File: src/rtl/phy_ctl_pkg.sv
package phy_ctl_pkg;
   localparam int DATA_W = 32;

   // Word addresses decoded by software; kept fixed.
   localparam logic [7:0] AD_MASK   = 8'h41;
   localparam logic [7:0] AD_AUTO   = 8'h42;
   localparam logic [7:0] AD_MAN    = 8'h44;
   localparam logic [7:0] AD_LPBK   = 8'h61;
   localparam logic [7:0] AD_FLTD   = 8'h64;
   localparam logic [7:0] AD_FLTR   = 8'h65;
   localparam logic [7:0] AD_SLTD   = 8'h66;
   localparam logic [7:0] AD_SLTR   = 8'h67;

   localparam int AUTO_TX_BIT = 0;
   localparam int AUTO_RX_BIT = 1;
   localparam int MAN_TX_BIT  = 1;
   localparam int MAN_RXA_BIT = 2;
   localparam int MAN_RXD_BIT = 3;

   typedef struct packed {
      logic rx_dig;
      logic rx_ana;
      logic tx_dig;
   } man_rst_t;
endpackage

File: src/rtl/phy_ctl_lane.sv
module phy_ctl_lane
   import phy_ctl_pkg::*;
(
   input  logic     clk,
   input  logic     rst_n,
   input  logic     lane_en,
   input  logic     auto_tx,
   input  logic     auto_rx,
   input  man_rst_t man,
   output logic     tx_dig_rst,
   output logic     rx_ana_rst,
   output logic     rx_dig_rst
);
   always_comb begin
      tx_dig_rst = lane_en & (auto_tx | man.tx_dig);
      rx_ana_rst = lane_en & man.rx_ana;
      rx_dig_rst = lane_en & (auto_rx | man.rx_dig);
   end

   assert_masked_quiet_R1: assert property (@(posedge clk) disable iff (!rst_n)
      !lane_en |-> !(tx_dig_rst | rx_ana_rst | rx_dig_rst));

   assert_pulse_or_level_R11: assert property (@(posedge clk) disable iff (!rst_n)
      (lane_en && (auto_rx || man.rx_dig)) |-> rx_dig_rst);
endmodule

File: src/rtl/phy_ctl_rdmux.sv
module phy_ctl_rdmux
   import phy_ctl_pkg::*;
#(
   parameter int NCH    = 4,
   parameter int ADDR_W = 8
) (
   input  logic [ADDR_W-1:0] addr,
   input  logic [NCH-1:0]    mask,
   input  man_rst_t          man,
   input  logic [NCH-1:0]    lpbk,
   input  logic [NCH-1:0]    fltd,
   input  logic [NCH-1:0]    fltr,
   input  logic [NCH-1:0]    sltd,
   input  logic [NCH-1:0]    sltr,
   input  logic              tx_rdy,
   input  logic              rx_rdy,
   output logic [DATA_W-1:0] rvalue
);
   localparam int PAD_W = DATA_W - NCH;

   logic [DATA_W-1:0] x_mask, x_lpbk, x_fltd, x_fltr, x_sltd, x_sltr;

   generate
      if (PAD_W == 0) begin : g_full
         assign x_mask = mask;
         assign x_lpbk = lpbk;
         assign x_fltd = fltd;
         assign x_fltr = fltr;
         assign x_sltd = sltd;
         assign x_sltr = sltr;
      end else begin : g_pad
         localparam logic [PAD_W-1:0] ZP = '0;
         assign x_mask = {ZP, mask};
         assign x_lpbk = {ZP, lpbk};
         assign x_fltd = {ZP, fltd};
         assign x_fltr = {ZP, fltr};
         assign x_sltd = {ZP, sltd};
         assign x_sltr = {ZP, sltr};
      end
   endgenerate

   always_comb begin
      rvalue = '0;
      unique case (addr)
         ADDR_W'(AD_MASK): rvalue = x_mask;
         ADDR_W'(AD_AUTO): begin
            rvalue[AUTO_TX_BIT] = tx_rdy;
            rvalue[AUTO_RX_BIT] = rx_rdy;
         end
         ADDR_W'(AD_MAN): begin
            rvalue[MAN_TX_BIT]  = man.tx_dig;
            rvalue[MAN_RXA_BIT] = man.rx_ana;
            rvalue[MAN_RXD_BIT] = man.rx_dig;
         end
         ADDR_W'(AD_LPBK): rvalue = x_lpbk;
         ADDR_W'(AD_FLTD): rvalue = x_fltd;
         ADDR_W'(AD_FLTR): rvalue = x_fltr;
         ADDR_W'(AD_SLTD): rvalue = x_sltd;
         ADDR_W'(AD_SLTR): rvalue = x_sltr;
         default:          rvalue = '0;
      endcase
   end
endmodule

File: src/rtl/phy_ctl_regbank.sv
module phy_ctl_regbank
   import phy_ctl_pkg::*;
#(
   parameter int NCH    = 4,
   parameter int ADDR_W = 8
) (
   input  logic              clk,
   input  logic              rst_n,
   input  logic [ADDR_W-1:0] bus_addr,
   input  logic              bus_wr,
   input  logic [31:0]       bus_wdata,
   input  logic              bus_rd,
   output logic [31:0]       bus_rdata,
   output logic              bus_rvalid,
   input  logic              rc_tx_ready,
   input  logic              rc_rx_ready,
   input  logic [NCH-1:0]    cdr_lock_data,
   input  logic [NCH-1:0]    cdr_lock_ref,
   output logic [NCH-1:0]    tx_dig_rst,
   output logic [NCH-1:0]    rx_ana_rst,
   output logic [NCH-1:0]    rx_dig_rst,
   output logic [NCH-1:0]    loopback_en,
   output logic [NCH-1:0]    force_ltd,
   output logic [NCH-1:0]    force_ltr
);
   generate
      if (NCH < 1 || NCH > DATA_W) begin : g_bad_nch
         $error("phy_ctl_regbank: NCH must lie in 1..32");
      end
      if (ADDR_W < 7) begin : g_bad_aw
         $error("phy_ctl_regbank: ADDR_W must be at least 7");
      end
   endgenerate

   logic [NCH-1:0]    mask_q, lpbk_q, fltd_q, fltr_q;
   man_rst_t          man_q;
   logic              trig_tx_q, trig_rx_q;
   logic [DATA_W-1:0] rvalue, rdata_q;
   logic              rvalid_q;
   logic              wr_mask, wr_auto, wr_man, wr_lpbk, wr_fltd, wr_fltr;
   logic              wdata_unused;

   assign wdata_unused = ^bus_wdata;

   always_comb begin
      wr_mask = bus_wr && (bus_addr == ADDR_W'(AD_MASK));
      wr_auto = bus_wr && (bus_addr == ADDR_W'(AD_AUTO));
      wr_man  = bus_wr && (bus_addr == ADDR_W'(AD_MAN));
      wr_lpbk = bus_wr && (bus_addr == ADDR_W'(AD_LPBK));
      wr_fltd = bus_wr && (bus_addr == ADDR_W'(AD_FLTD));
      wr_fltr = bus_wr && (bus_addr == ADDR_W'(AD_FLTR));
   end

   always_ff @(posedge clk) begin
      if (!rst_n) begin
         mask_q    <= '1;
         lpbk_q    <= '0;
         fltd_q    <= '0;
         fltr_q    <= '0;
         man_q     <= '0;
         trig_tx_q <= 1'b0;
         trig_rx_q <= 1'b0;
      end else begin
         trig_tx_q <= wr_auto && bus_wdata[AUTO_TX_BIT];
         trig_rx_q <= wr_auto && bus_wdata[AUTO_RX_BIT];
         if (wr_mask) mask_q <= bus_wdata[NCH-1:0];
         if (wr_lpbk) lpbk_q <= bus_wdata[NCH-1:0];
         if (wr_fltd) fltd_q <= bus_wdata[NCH-1:0];
         if (wr_fltr) fltr_q <= bus_wdata[NCH-1:0];
         if (wr_man) begin
            man_q.tx_dig <= bus_wdata[MAN_TX_BIT];
            man_q.rx_ana <= bus_wdata[MAN_RXA_BIT];
            man_q.rx_dig <= bus_wdata[MAN_RXD_BIT];
         end
      end
   end

   phy_ctl_rdmux #(.NCH(NCH), .ADDR_W(ADDR_W)) u_rdmux (
      .addr   (bus_addr),
      .mask   (mask_q),
      .man    (man_q),
      .lpbk   (lpbk_q),
      .fltd   (fltd_q),
      .fltr   (fltr_q),
      .sltd   (cdr_lock_data),
      .sltr   (cdr_lock_ref),
      .tx_rdy (rc_tx_ready),
      .rx_rdy (rc_rx_ready),
      .rvalue (rvalue)
   );

   always_ff @(posedge clk) begin
      if (!rst_n) begin
         rdata_q  <= '0;
         rvalid_q <= 1'b0;
      end else begin
         rvalid_q <= bus_rd;
         rdata_q  <= bus_rd ? rvalue : '0;
      end
   end

   assign bus_rdata   = rdata_q;
   assign bus_rvalid  = rvalid_q;
   assign loopback_en = lpbk_q;
   assign force_ltd   = fltd_q;
   assign force_ltr   = fltr_q;

   generate
      for (genvar n = 0; n < NCH; n++) begin : g_lane
         phy_ctl_lane u_lane (
            .clk        (clk),
            .rst_n      (rst_n),
            .lane_en    (mask_q[n]),
            .auto_tx    (trig_tx_q),
            .auto_rx    (trig_rx_q),
            .man        (man_q),
            .tx_dig_rst (tx_dig_rst[n]),
            .rx_ana_rst (rx_ana_rst[n]),
            .rx_dig_rst (rx_dig_rst[n])
         );
      end
   endgenerate

   assert_tx_trig_origin_R2: assert property (@(posedge clk) disable iff (!rst_n)
      trig_tx_q |-> $past(bus_wr && bus_addr == ADDR_W'(AD_AUTO) && bus_wdata[AUTO_TX_BIT]));

   assert_rx_trig_origin_R3: assert property (@(posedge clk) disable iff (!rst_n)
      trig_rx_q |-> $past(bus_wr && bus_addr == ADDR_W'(AD_AUTO) && bus_wdata[AUTO_RX_BIT]));

   assert_manual_hold_R5: assert property (@(posedge clk) disable iff (!rst_n)
      !(bus_wr && bus_addr == ADDR_W'(AD_MAN)) |=> $stable(man_q));

   assert_read_latency_R10: assert property (@(posedge clk) disable iff (!rst_n)
      bus_rd |=> bus_rvalid);

   assert_idle_rdata_R10: assert property (@(posedge clk) disable iff (!rst_n)
      !bus_rvalid |-> (bus_rdata == '0));
endmodule

File: config.mk
export PLATFORM = sky130hd
export DESIGN_NAME = phy_ctl_regbank
export DESIGN_NICKNAME = d
export VERILOG_FILES = /design/src/rtl/phy_ctl_pkg.sv /design/src/rtl/phy_ctl_lane.sv /design/src/rtl/phy_ctl_rdmux.sv /design/src/rtl/phy_ctl_regbank.sv
export SDC_FILE = /design/constraint.sdc
export NUM_CORES = 1
export LEC_CHECK = 0
export BUFFER_PORTS_ARGS = -buffer_cell sky130_fd_sc_hd__buf_4
export CAP_MARGIN = 20
export CORE_MARGIN = 3
export CORE_UTILIZATION = 45
export CTS_CLUSTER_DIAMETER = 200
export CTS_CLUSTER_SIZE = 8
export DETAILED_ROUTE_END_ITERATION = 7
export PLACE_DENSITY = 0.85
export SETUP_SLACK_MARGIN = 0.15
export SYNTH_ARGS = -nofsm -noshare
export SYNTH_HDL_FRONTEND = slang
export SYNTH_SLANG_ARGS = --single-unit
File: constraint.sdc
create_clock -name clk -period 3.55 [get_ports clk]
set_input_delay 0.355 -clock clk [delete_from_list [all_inputs] [get_ports clk]]
set_output_delay 0.355 -clock clk [all_outputs]
set_load 0.01 [all_outputs]
==> metrics, run 1 <==
global-route wire length before repair 5.74 mm; Leakage 0.942 nW; Critical R2R Capture bus_rdata[1]$_SDFF_PN0_; Hold WC Path Type in2reg; Post-CTS Hold Fix Bufs 0; Sw Share 25.2%; clock root cell clkbuf_8; hold_ws 0.309 ns; Post-synth top flop dfxtp_1; async set-reset flop share out of synthesis 0%; GP Congestion 0.850; clock buffer depth 2; r2r setup slk 2.15 ns; vias per inst 5.02; Flop pwr share 54.1%; grt ovf 0; R2R depth 3; routed vias 1345; htree depth 1; I/O Buffers 54; sequential area share after synthesis 30.7%; Synth Cell Area 1700 um^2; Synth Instances 187; critical path required time 3.19 ns; Pwr Total 541 uW; Period minus WS final 1.44 ns; n_diodes 0; FP Rows 21; fin nets 278; Final Util 56.1%; CP arrival 1.08 ns; final hold violations 0; Sw Pwr 136 uW; fin. max-slew vios 0; Total GRT Usage 16.8%; EDFF count, synth 0; yosys warns 0; status complete, no violations; period utilisation layout 40.4%; antenna violations before repair 0; CP Launch Type flip-flop; initial core utilization 48.9%; placed instance count 265; Routed Antenna Nets 0; worst skew pair latency 0.27 ns; Die Area 4540 um^2; TritonCTS clock tree done; Area Growth Syn to Fin 14.8%; setup TNS 0 ns; chip width 67.4 um; VDD IR-drop max 0.126 mV; DP HPWL 2.93 mm; Worst Clk Skew 0.00308 ns; max_cap viols 0; final WL 3.82 mm; Critical Path End tx_dig_rst[2]; critical path class reg2out; setup repair after global routing missed its margin false; I/O pin total 111; PD cells 278 nW/um^2; Distinct cells, synth 37; Yosys reg bits 26; cts bufs inserted 3; Post-CTS Resized 0; Crit Reg-Reg Startpoint force_ltr[1]$_SDFFE_PN0P_; die height 67.4 um; Max Fclk 697 MHz; Core Region 3470 um^2; DR pass1 iterations 4; vias in the first global route 1175; CP Capture Type output pin; register clock-pin slew on the reported worst setup and hold paths 0.09 ns; Power Internal 404 uW; largest net degree at the start of global routing 26; Fillers 321; crit-path max FO 4; final std cells w/o fill 268; CTS Sinks 26; Clk pwr share 30.7%; share of cells above drive strength 1 30.6%; Setup Viol. Count Final 0; worst setup path start man_q[0]$_SDFFE_PN0P_; Starting DRT DRC Count 68; Post-route DRC 0; combinational power share 15.2%; Post-CTS Setup Bufs 0; syn_area_per_cell 9.07 um^2; routed len/inst 14.2 um
[per-layer routing]
metal / wire length [um] / part of all wire, % / track usage [%] / vias up
met4: 68 / 1.8 / 6.33 / 0
met3: 326 / 8.5 / 3.83 / 8
met5: 0 / 0 / 0 / -
met1: 1510 / 40 / 20.5 / 626
li1: - / - / - / 648
met2: 1910 / 50 / 28.7 / 63
[placed cells by master, fill, tap and decap left out, types with 2 or more instances in the layout]
master,count
clkbuf_8,3
mux4_1,2
a221oi_1,2
a221o_1,2
nand3_1,6
a21oi_1,3
buf_4,54
dfxtp_1,26
nor2_1,8
mux2_2,3
conb_1,28
nor4b_2,2
and2_1,7
and2b_2,2
nand2_1,22
nand3b_1,2
a22o_1,2
nor2b_1,13
mux2i_1,19
[cells in the mapped netlist, types with 3 or more instances]
cell type   n  area (um^2)
a21oi_1     3         15.0
and2_1      7         43.8
buf_2       5         25.0
buf_4      40          300
dfxtp_1    26          521
mux2_2      3         33.8
mux2i_1    19          190
nand2_1    22         82.6
nand3_1     6         30.0
nor2_1      8         30.0
nor2b_1    13         81.3
[kinds of logic (layout without fill, tap and decap cells)]
family,after synthesis,count (layout),synth area share (%)
AOI/OAI and AO/OA,17,17,8.34
buffers and inverters,50,58,21.2
DFF,26,26,30.7
muxes,24,24,16.3
other,1,28,0.221
and+or+nand+nor,69,69,23.2
[critical path, stage by stage, from the launching register on]
cell     delay, ns
dfxtp_1       0.35
nor2_1        0.23
nor2b_1       0.08
buf_4         0.15
[through the flow]
stage / worst slack, ns / area, um^2
finish: 2.11 / 1950
global route: 2.00 / 1950
CTS: 2.11 / 1950
detailed placement: 1.89 / 1900
global placement: 1.91 / 1900
floorplan: 2.06 / 1800
[sequential cells by signal (all words and copies together), names as in the netlist]
| signal | cells |
|---|---|
| bus_rvalid | 1 |
| trig_rx_q | 1 |
| trig_tx_q | 1 |
| force_ltd | 4 |
| loopback_en | 4 |
| force_ltr | 4 |
| mask_q | 4 |
| man_q | 3 |
| bus_rdata | 4 |
[final cells by class]
class	count	area, um^2	share of cell area, %
Multi-Input combinational cell	138	917	47.1
Sequential cell	26	520	26.8
Timing Repair Buffer	54	405	20.8
Tap cell	46	57.6	2.96
Clock buffer	3	41.3	2.12
Inverter	1	3.75	0.193
[power groups by stage]
stage	sequential [mW]	clock, mW	combinational (mW)
2_1_floorplan	0.300	0	0.0735
3_3_place_gp	0.300	0	0.0801
3_5_place_dp	0.300	0	0.0813
4_1_cts	0.293	0.168	0.0819
5_1_grt	0.293	0.181	0.0913
6_report	0.293	0.166	0.0824
[worst min path at each step]
| stage | slack [ns] | from | cells after the start | to |
|---|---|---|---|---|
| detailed placement | 0.48 | force_ltr[1]$_SDFFE_PN0P_ | 2 | force_ltr[1]$_SDFFE_PN0P_ |
| global route | 0.32 | bus_rd | 2 | bus_rvalid$_SDFF_PN0_ |
| floorplan | 0.45 | man_q[0]$_SDFFE_PN0P_ | 2 | man_q[0]$_SDFFE_PN0P_ |
| finish | 0.31 | bus_rd | 2 | bus_rvalid$_SDFF_PN0_ |
| global placement | 0.47 | force_ltr[0]$_SDFFE_PN0P_ | 2 | force_ltr[0]$_SDFFE_PN0P_ |
| CTS | 0.31 | bus_rd | 2 | bus_rvalid$_SDFF_PN0_ |
(Power assumes the default switching activity.)
==> run 2, diff against run 1 <==
--- a/config.mk
+++ b/config.mk
@@ -5,14 +5,15 @@
 export SDC_FILE = /design/constraint.sdc
 export NUM_CORES = 1
 export LEC_CHECK = 0
+export ABC_AREA = 1
 export BUFFER_PORTS_ARGS = -buffer_cell sky130_fd_sc_hd__buf_4
 export CAP_MARGIN = 20
 export CORE_MARGIN = 3
-export CORE_UTILIZATION = 45
+export CORE_UTILIZATION = 38
 export CTS_CLUSTER_DIAMETER = 200
 export CTS_CLUSTER_SIZE = 8
 export DETAILED_ROUTE_END_ITERATION = 7
-export PLACE_DENSITY = 0.85
+export PLACE_DENSITY = 0.77
 export SETUP_SLACK_MARGIN = 0.15
 export SYNTH_ARGS = -nofsm -noshare
 export SYNTH_HDL_FRONTEND = slang
==> constraint.sdc (replaced) <==
create_clock -name clk -period 1.3 [get_ports clk]
set_input_delay 0.13 -clock clk [delete_from_list [all_inputs] [get_ports clk]]
set_output_delay 0.13 -clock clk [all_outputs]
set_load 0.01 [all_outputs]
==> metrics, run 2 <==
routed len/inst 11.8 um; Distinct cells, synth 21; fin. max-slew vios 0; VDD IR-drop max 0.325 mV; CP Capture Type output pin; Post-route DRC 0; PD cells 768 nW/um^2; Pwr Total 1.54 mW; Die Area 5220 um^2; setup repair after global routing missed its margin true; placed instance count 329; Post-CTS Setup Bufs 0; Leakage 1.05 nW; initial core utilization 40.5%; grt ovf 0; CP arrival 0.96 ns; DR pass1 iterations 4; Sw Share 25.4%; vias per inst 4.61; final hold violations 0; combinational power share 13.4%; async set-reset flop share out of synthesis 0%; EDFF count, synth 0; TritonCTS clock tree done; antenna violations before repair 0; syn_area_per_cell 6.92 um^2; CP Launch Type flip-flop; Cell Area, Placed 1930 um^2; die height 72.3 um; Flop pwr share 52.1%; final std cells w/o fill 333; GP Congestion 0.849; routed vias 1536; yosys warns 0; I/O pin total 111; Yosys reg bits 26; period utilisation layout 83.9%; crit-path max FO 4; Total GRT Usage 14.8%; Final Util 48.6%; fin nets 338; FP Rows 23; Synth Cell Area 1670 um^2; critical path required time 1.17 ns; Area Growth Syn to Fin 20.0%; Synth Instances 241; Post-CTS Hold Fix Bufs 0; Hold WC Path Type in2reg; count leader, synth buf_4; post-synth top area share 31.2%; share of cells above drive strength 1 28.6%; setup TNS 0 ns; Core Region 4120 um^2; Clk pwr share 34.4%; CTS Sinks 26; synth cell count leaders 40 x buf_4, 31 x inv_1, 29 x nand2_1, 26 x dfxtp_1, 26 x nand3_1; Starting DRT DRC Count 62; cts bufs inserted 3; worst skew pair latency 0.28 ns; Setup Viol. Count Final 0; commonest non-fill, non-tap cell in the layout buf_4; commonest non-fill, non-tap cells in the layout 54 x buf_4, 31 x inv_1, 29 x nand2_1, 28 x conb_1, 26 x nand3_1; final WL 3.94 mm; final setup margin 0.209 ns; Routed Antenna Nets 0; chip width 72.3 um; DP HPWL 3.07 mm; global-route wire length before repair 6.04 mm; I/O Buffers 54; Max Fclk 916 MHz; sequential area share after synthesis 31.2%; critical path class reg2out; cell taking the most area after synthesis dfxtp_1; clock root cell clkbuf_8; Worst Clk Skew 0.00309 ns; clock buffer depth 2; top cells by area, synth dfxtp_1 31%, buf_4 18%, nand3_1 7.8%; Post-synth top flop dfxtp_1; n_diodes 0; Period minus WS final 1.09 ns; vias in the first global route 1328; dpl ws 0.0625 ns; largest net degree at the start of global routing 20; status complete, no violations; Sw Pwr 390 uW; register clock-pin slew on the reported worst setup and hold paths 0.09 ns; max_cap viols 0; hold_ws 0.125 ns; htree depth 1; final instance area 2000 um^2; Power Internal 1.15 mW
[run 2: cell count changes after synthesis, sizes merged, moves of 3 or more]
| cell | before | now |
|---|---|---|
| and2 | 7 | 0 |
| nor2b | 13 | 0 |
| a21oi | 3 | 23 |
| o21ai | 1 | 19 |
| mux2 | 3 | 0 |
| nand2 | 22 | 32 |
| and2b | 4 | 0 |
| nand3 | 6 | 30 |
| buf | 47 | 43 |
| inv | 1 | 34 |
| mux2i | 19 | 0 |
| nor2 | 8 | 30 |
[run 2: cells by family after synthesis]
kind of cell	synth area share, %
other	0.225
buffers and inverters	27.5
AOI/OAI and AO/OA	12.6
DFF	31.2
and+or+nand+nor	28.4
[run 2: what timing repair did]
action                                  in CTS  in global routing
resized for setup                            2                  6
pin swaps                                    0                  1
endpoints found under the setup margin       8                 10
[run 2: cell type report]
class	instances	area, um^2
Tap cell	50	62.6
Sequential cell	26	526
Clock buffer	4	55.1
Fill cell	413	2110
Inverter	34	128
Multi-Input combinational cell	164	805
Timing Repair Buffer	55	425
[run 2: final timing paths]
path | startpoint | endpoint | slack, ns | cells past startpoint
worst max-delay path | man_q[0]$_SDFFE_PN0P_ | tx_dig_rst[2] | 0.21 | 3
worst min-delay path | bus_wdata[0] | trig_tx_q$_SDFF_PN0_ | 0.12 | 3
worst max register to register | man_q[0]$_SDFFE_PN0P_ | bus_rdata[1]$_SDFF_PN0_ | 0.48 | 4
worst min register to register | force_ltd[3]$_SDFFE_PN0P_ | force_ltd[3]$_SDFFE_PN0P_ | 0.47 | 2
[run 2: worst max-delay path, cell delays in order (launching register included)]
cell	delay, ns
dfxtp_1	0.40
nor2_4	0.06
nor2_1	0.09
buf_4	0.13
[run 2: power by group through the flow]
stage          logic [mW]  clock network [mW]  registers [mW]
5_1_grt             0.230               0.578           0.802
3_5_place_dp        0.203                   0           0.820
4_1_cts             0.205               0.539           0.801
2_1_floorplan       0.175                   0           0.821
3_3_place_gp        0.201                   0           0.819
6_report            0.207               0.529           0.801
[run 2: layer usage]
metal,vias up,share of wire (%),wire length (um),GRT usage (%)
met2,71,48,1910,24.6
met1,684,41,1630,18.6
met5,-,0,0,0
li1,776,-,-,-
met4,0,1.4,57,6.47
met3,5,8.8,348,2.91
==> run 3, diff against run 2 <==
--- a/config.mk
+++ b/config.mk
@@ -5,15 +5,15 @@
 export SDC_FILE = /design/constraint.sdc
 export NUM_CORES = 1
 export LEC_CHECK = 0
-export ABC_AREA = 1
+export ABC_AREA = 0
 export BUFFER_PORTS_ARGS = -buffer_cell sky130_fd_sc_hd__buf_4
 export CAP_MARGIN = 20
 export CORE_MARGIN = 3
-export CORE_UTILIZATION = 38
+export CORE_UTILIZATION = 42
 export CTS_CLUSTER_DIAMETER = 200
 export CTS_CLUSTER_SIZE = 8
 export DETAILED_ROUTE_END_ITERATION = 7
-export PLACE_DENSITY = 0.77
+export PLACE_DENSITY = 0.8
 export SETUP_SLACK_MARGIN = 0.15
 export SYNTH_ARGS = -nofsm -noshare
 export SYNTH_HDL_FRONTEND = slang
==> constraint.sdc (replaced) <==
create_clock -name clk -period 1.1 [get_ports clk]
set_input_delay 0.11 -clock clk [delete_from_list [all_inputs] [get_ports clk]]
set_output_delay 0.11 -clock clk [all_outputs]
set_load 0.01 [all_outputs]
==> metrics, run 3 (synthesized netlist as in run 1, its figures left out) <==
status complete, but fails checks; failing checks negative setup slack; Routed Antenna Nets 0; GP Congestion 0.881; placed instance count 296; CP max stage delay 0.48 ns; Core Region 3770 um^2; final setup margin -0.119 ns; clock root cell clkbuf_8; critical path required time 1.27 ns; Sw Pwr 495 uW; DR top layer met4; CTS Sinks 26; area of the multi-input gates 1020 um^2; vias per inst 4.96; DR pass1 iterations 4; CP Capture Type flip-flop; Period minus WS final 1.22 ns; clock buffer depth 2; Register Area 539 um^2; share of cells above drive strength 1 56.4%; I/O pin total 111; routed vias 1548; met3 WL post-DR 334 um; largest net degree at the start of global routing 25; DP HPWL 3.47 mm; CP arrival 1.39 ns; Post-CTS Hold Fix Bufs 0; Area Growth Syn to Fin 48.3%; Crit-path slowest cell mux4_2; fin nets 319; Post-route DRC 0; max_cap viols 0; grt ovf 0; Sw Share 25.6%; cell family with most CP delay multiplexers; Starting DRT DRC Count 64; period utilisation layout 111%; FP Rows 22; crit-path max FO 2; fin. max-slew vios 0; met2 wire len 2.57 mm; Max Fclk 820 MHz; vias in the first global route 1572; Slew headroom 66.0%; initial core utilization 45.0%; Power Internal 1.44 mW; VDD IR-drop max 0.636 mV; TritonCTS clock tree done; commonest non-fill, non-tap cell in the layout buf_4; Leakage 1.21 nW; setup repair after global routing missed its margin true; final WL 4.95 mm; critical path class reg2reg; global-route wire length before repair 7.71 mm; Hold WC Path Type in2reg; Pwr Total 1.93 mW; CP Launch Type flip-flop; htree depth 1; combinational power share 19.0%; Clk pwr share 32.2%; final hold violations 0; n_diodes 0; Die Area 4840 um^2; cts bufs inserted 3; CP Cell Sequence mux4_2 > a221oi_2 > nor2_1; PD cells 769 nW/um^2; die height 69.5 um; Final Util 66.7%; Total GRT Usage 19.3%; met1 wire length 1.98 mm; final std cells w/o fill 312; Flop pwr share 48.8%; register clock-pin slew on the reported worst setup and hold paths 0.09 ns; Worst Clk Skew 0.00180 ns; antenna violations before repair 0; chip width 69.5 um; I/O Buffers 54; Buffers & Inverters on Critical Path 0; routed len/inst 15.8 um; worst skew pair latency 0.27 ns; commonest non-fill, non-tap cells in the layout 64 x buf_4, 29 x buf_6, 28 x conb_1, 20 x nand2_1, 19 x mux2i_1; Hold Path Origin bus_rd; worst setup path start force_ltd[1]$_SDFFE_PN0P_; Worst Tran Pin Value 0.497 ns; dpl ws -0.256 ns; Setup Viol. Count Final 12; Fillers 305; Crit Reg-Reg Startpoint force_ltd[1]$_SDFFE_PN0P_
run 3: routing by layer:
metal | GRT usage [%] | vias up
met5 | 0 | -
li1 | - | 732
met1 | 23.6 | 744
met3 | 3.33 | 6
met2 | 34.3 | 66
met4 | 5.42 | 0
run 3: cell type report:
class                   count  area share (%)
multi-input cells         138            40.5
repair buffers             95            33.3
flip-flops and latches     26            21.5
well taps                  48            2.39
clock buffers               4            2.19
inverters                   1           0.149
run 3: path summary, 6_finish.rpt:
kind                                             endpoint  slack [ns]  cells after the start
worst min register to register  force_ltr[3]$_SDFFE_PN0P_        0.49                      2
worst min-delay path                bus_rvalid$_SDFF_PN0_        0.08                      2
worst max register to register    bus_rdata[1]$_SDFF_PN0_       -0.12                      3
worst max-delay path              bus_rdata[1]$_SDFF_PN0_       -0.12                      3
run 3: worst reg2reg max path, cell delays in order (launching register included):
cell	delay (ns)
dfxtp_2	0.33
mux4_2	0.48
a221oi_2	0.26
nor2_1	0.05
run 3: metrics by stage:
stage | hold slack [ns] | area [um^2] | setup TNS (ns)
6_report | 0.0787 | 2510 | -0.428
5_1_grt | 0.0943 | 2510 | -0.893
4_1_cts | 0.0698 | 2410 | -0.490
3_5_place_dp | 0.356 | 2160 | -2.85
3_3_place_gp | 0.352 | 2160 | -2.11
2_1_floorplan | 0.232 | 1860 | -0.487
run 3: power groups by stage:
stage | logic (mW) | registers (mW) | clock network (mW)
6_report | 0.367 | 0.944 | 0.621
5_1_grt | 0.392 | 0.945 | 0.659
4_1_cts | 0.339 | 0.944 | 0.641
3_5_place_dp | 0.325 | 0.966 | 0
3_3_place_gp | 0.318 | 0.966 | 0
2_1_floorplan | 0.256 | 0.968 | 0
run 3: what timing repair did:
action	CTS	global route
pin swaps	8	10
endpoints found under the setup margin	28	35
setup buffers	7	5
resized for setup	46	20
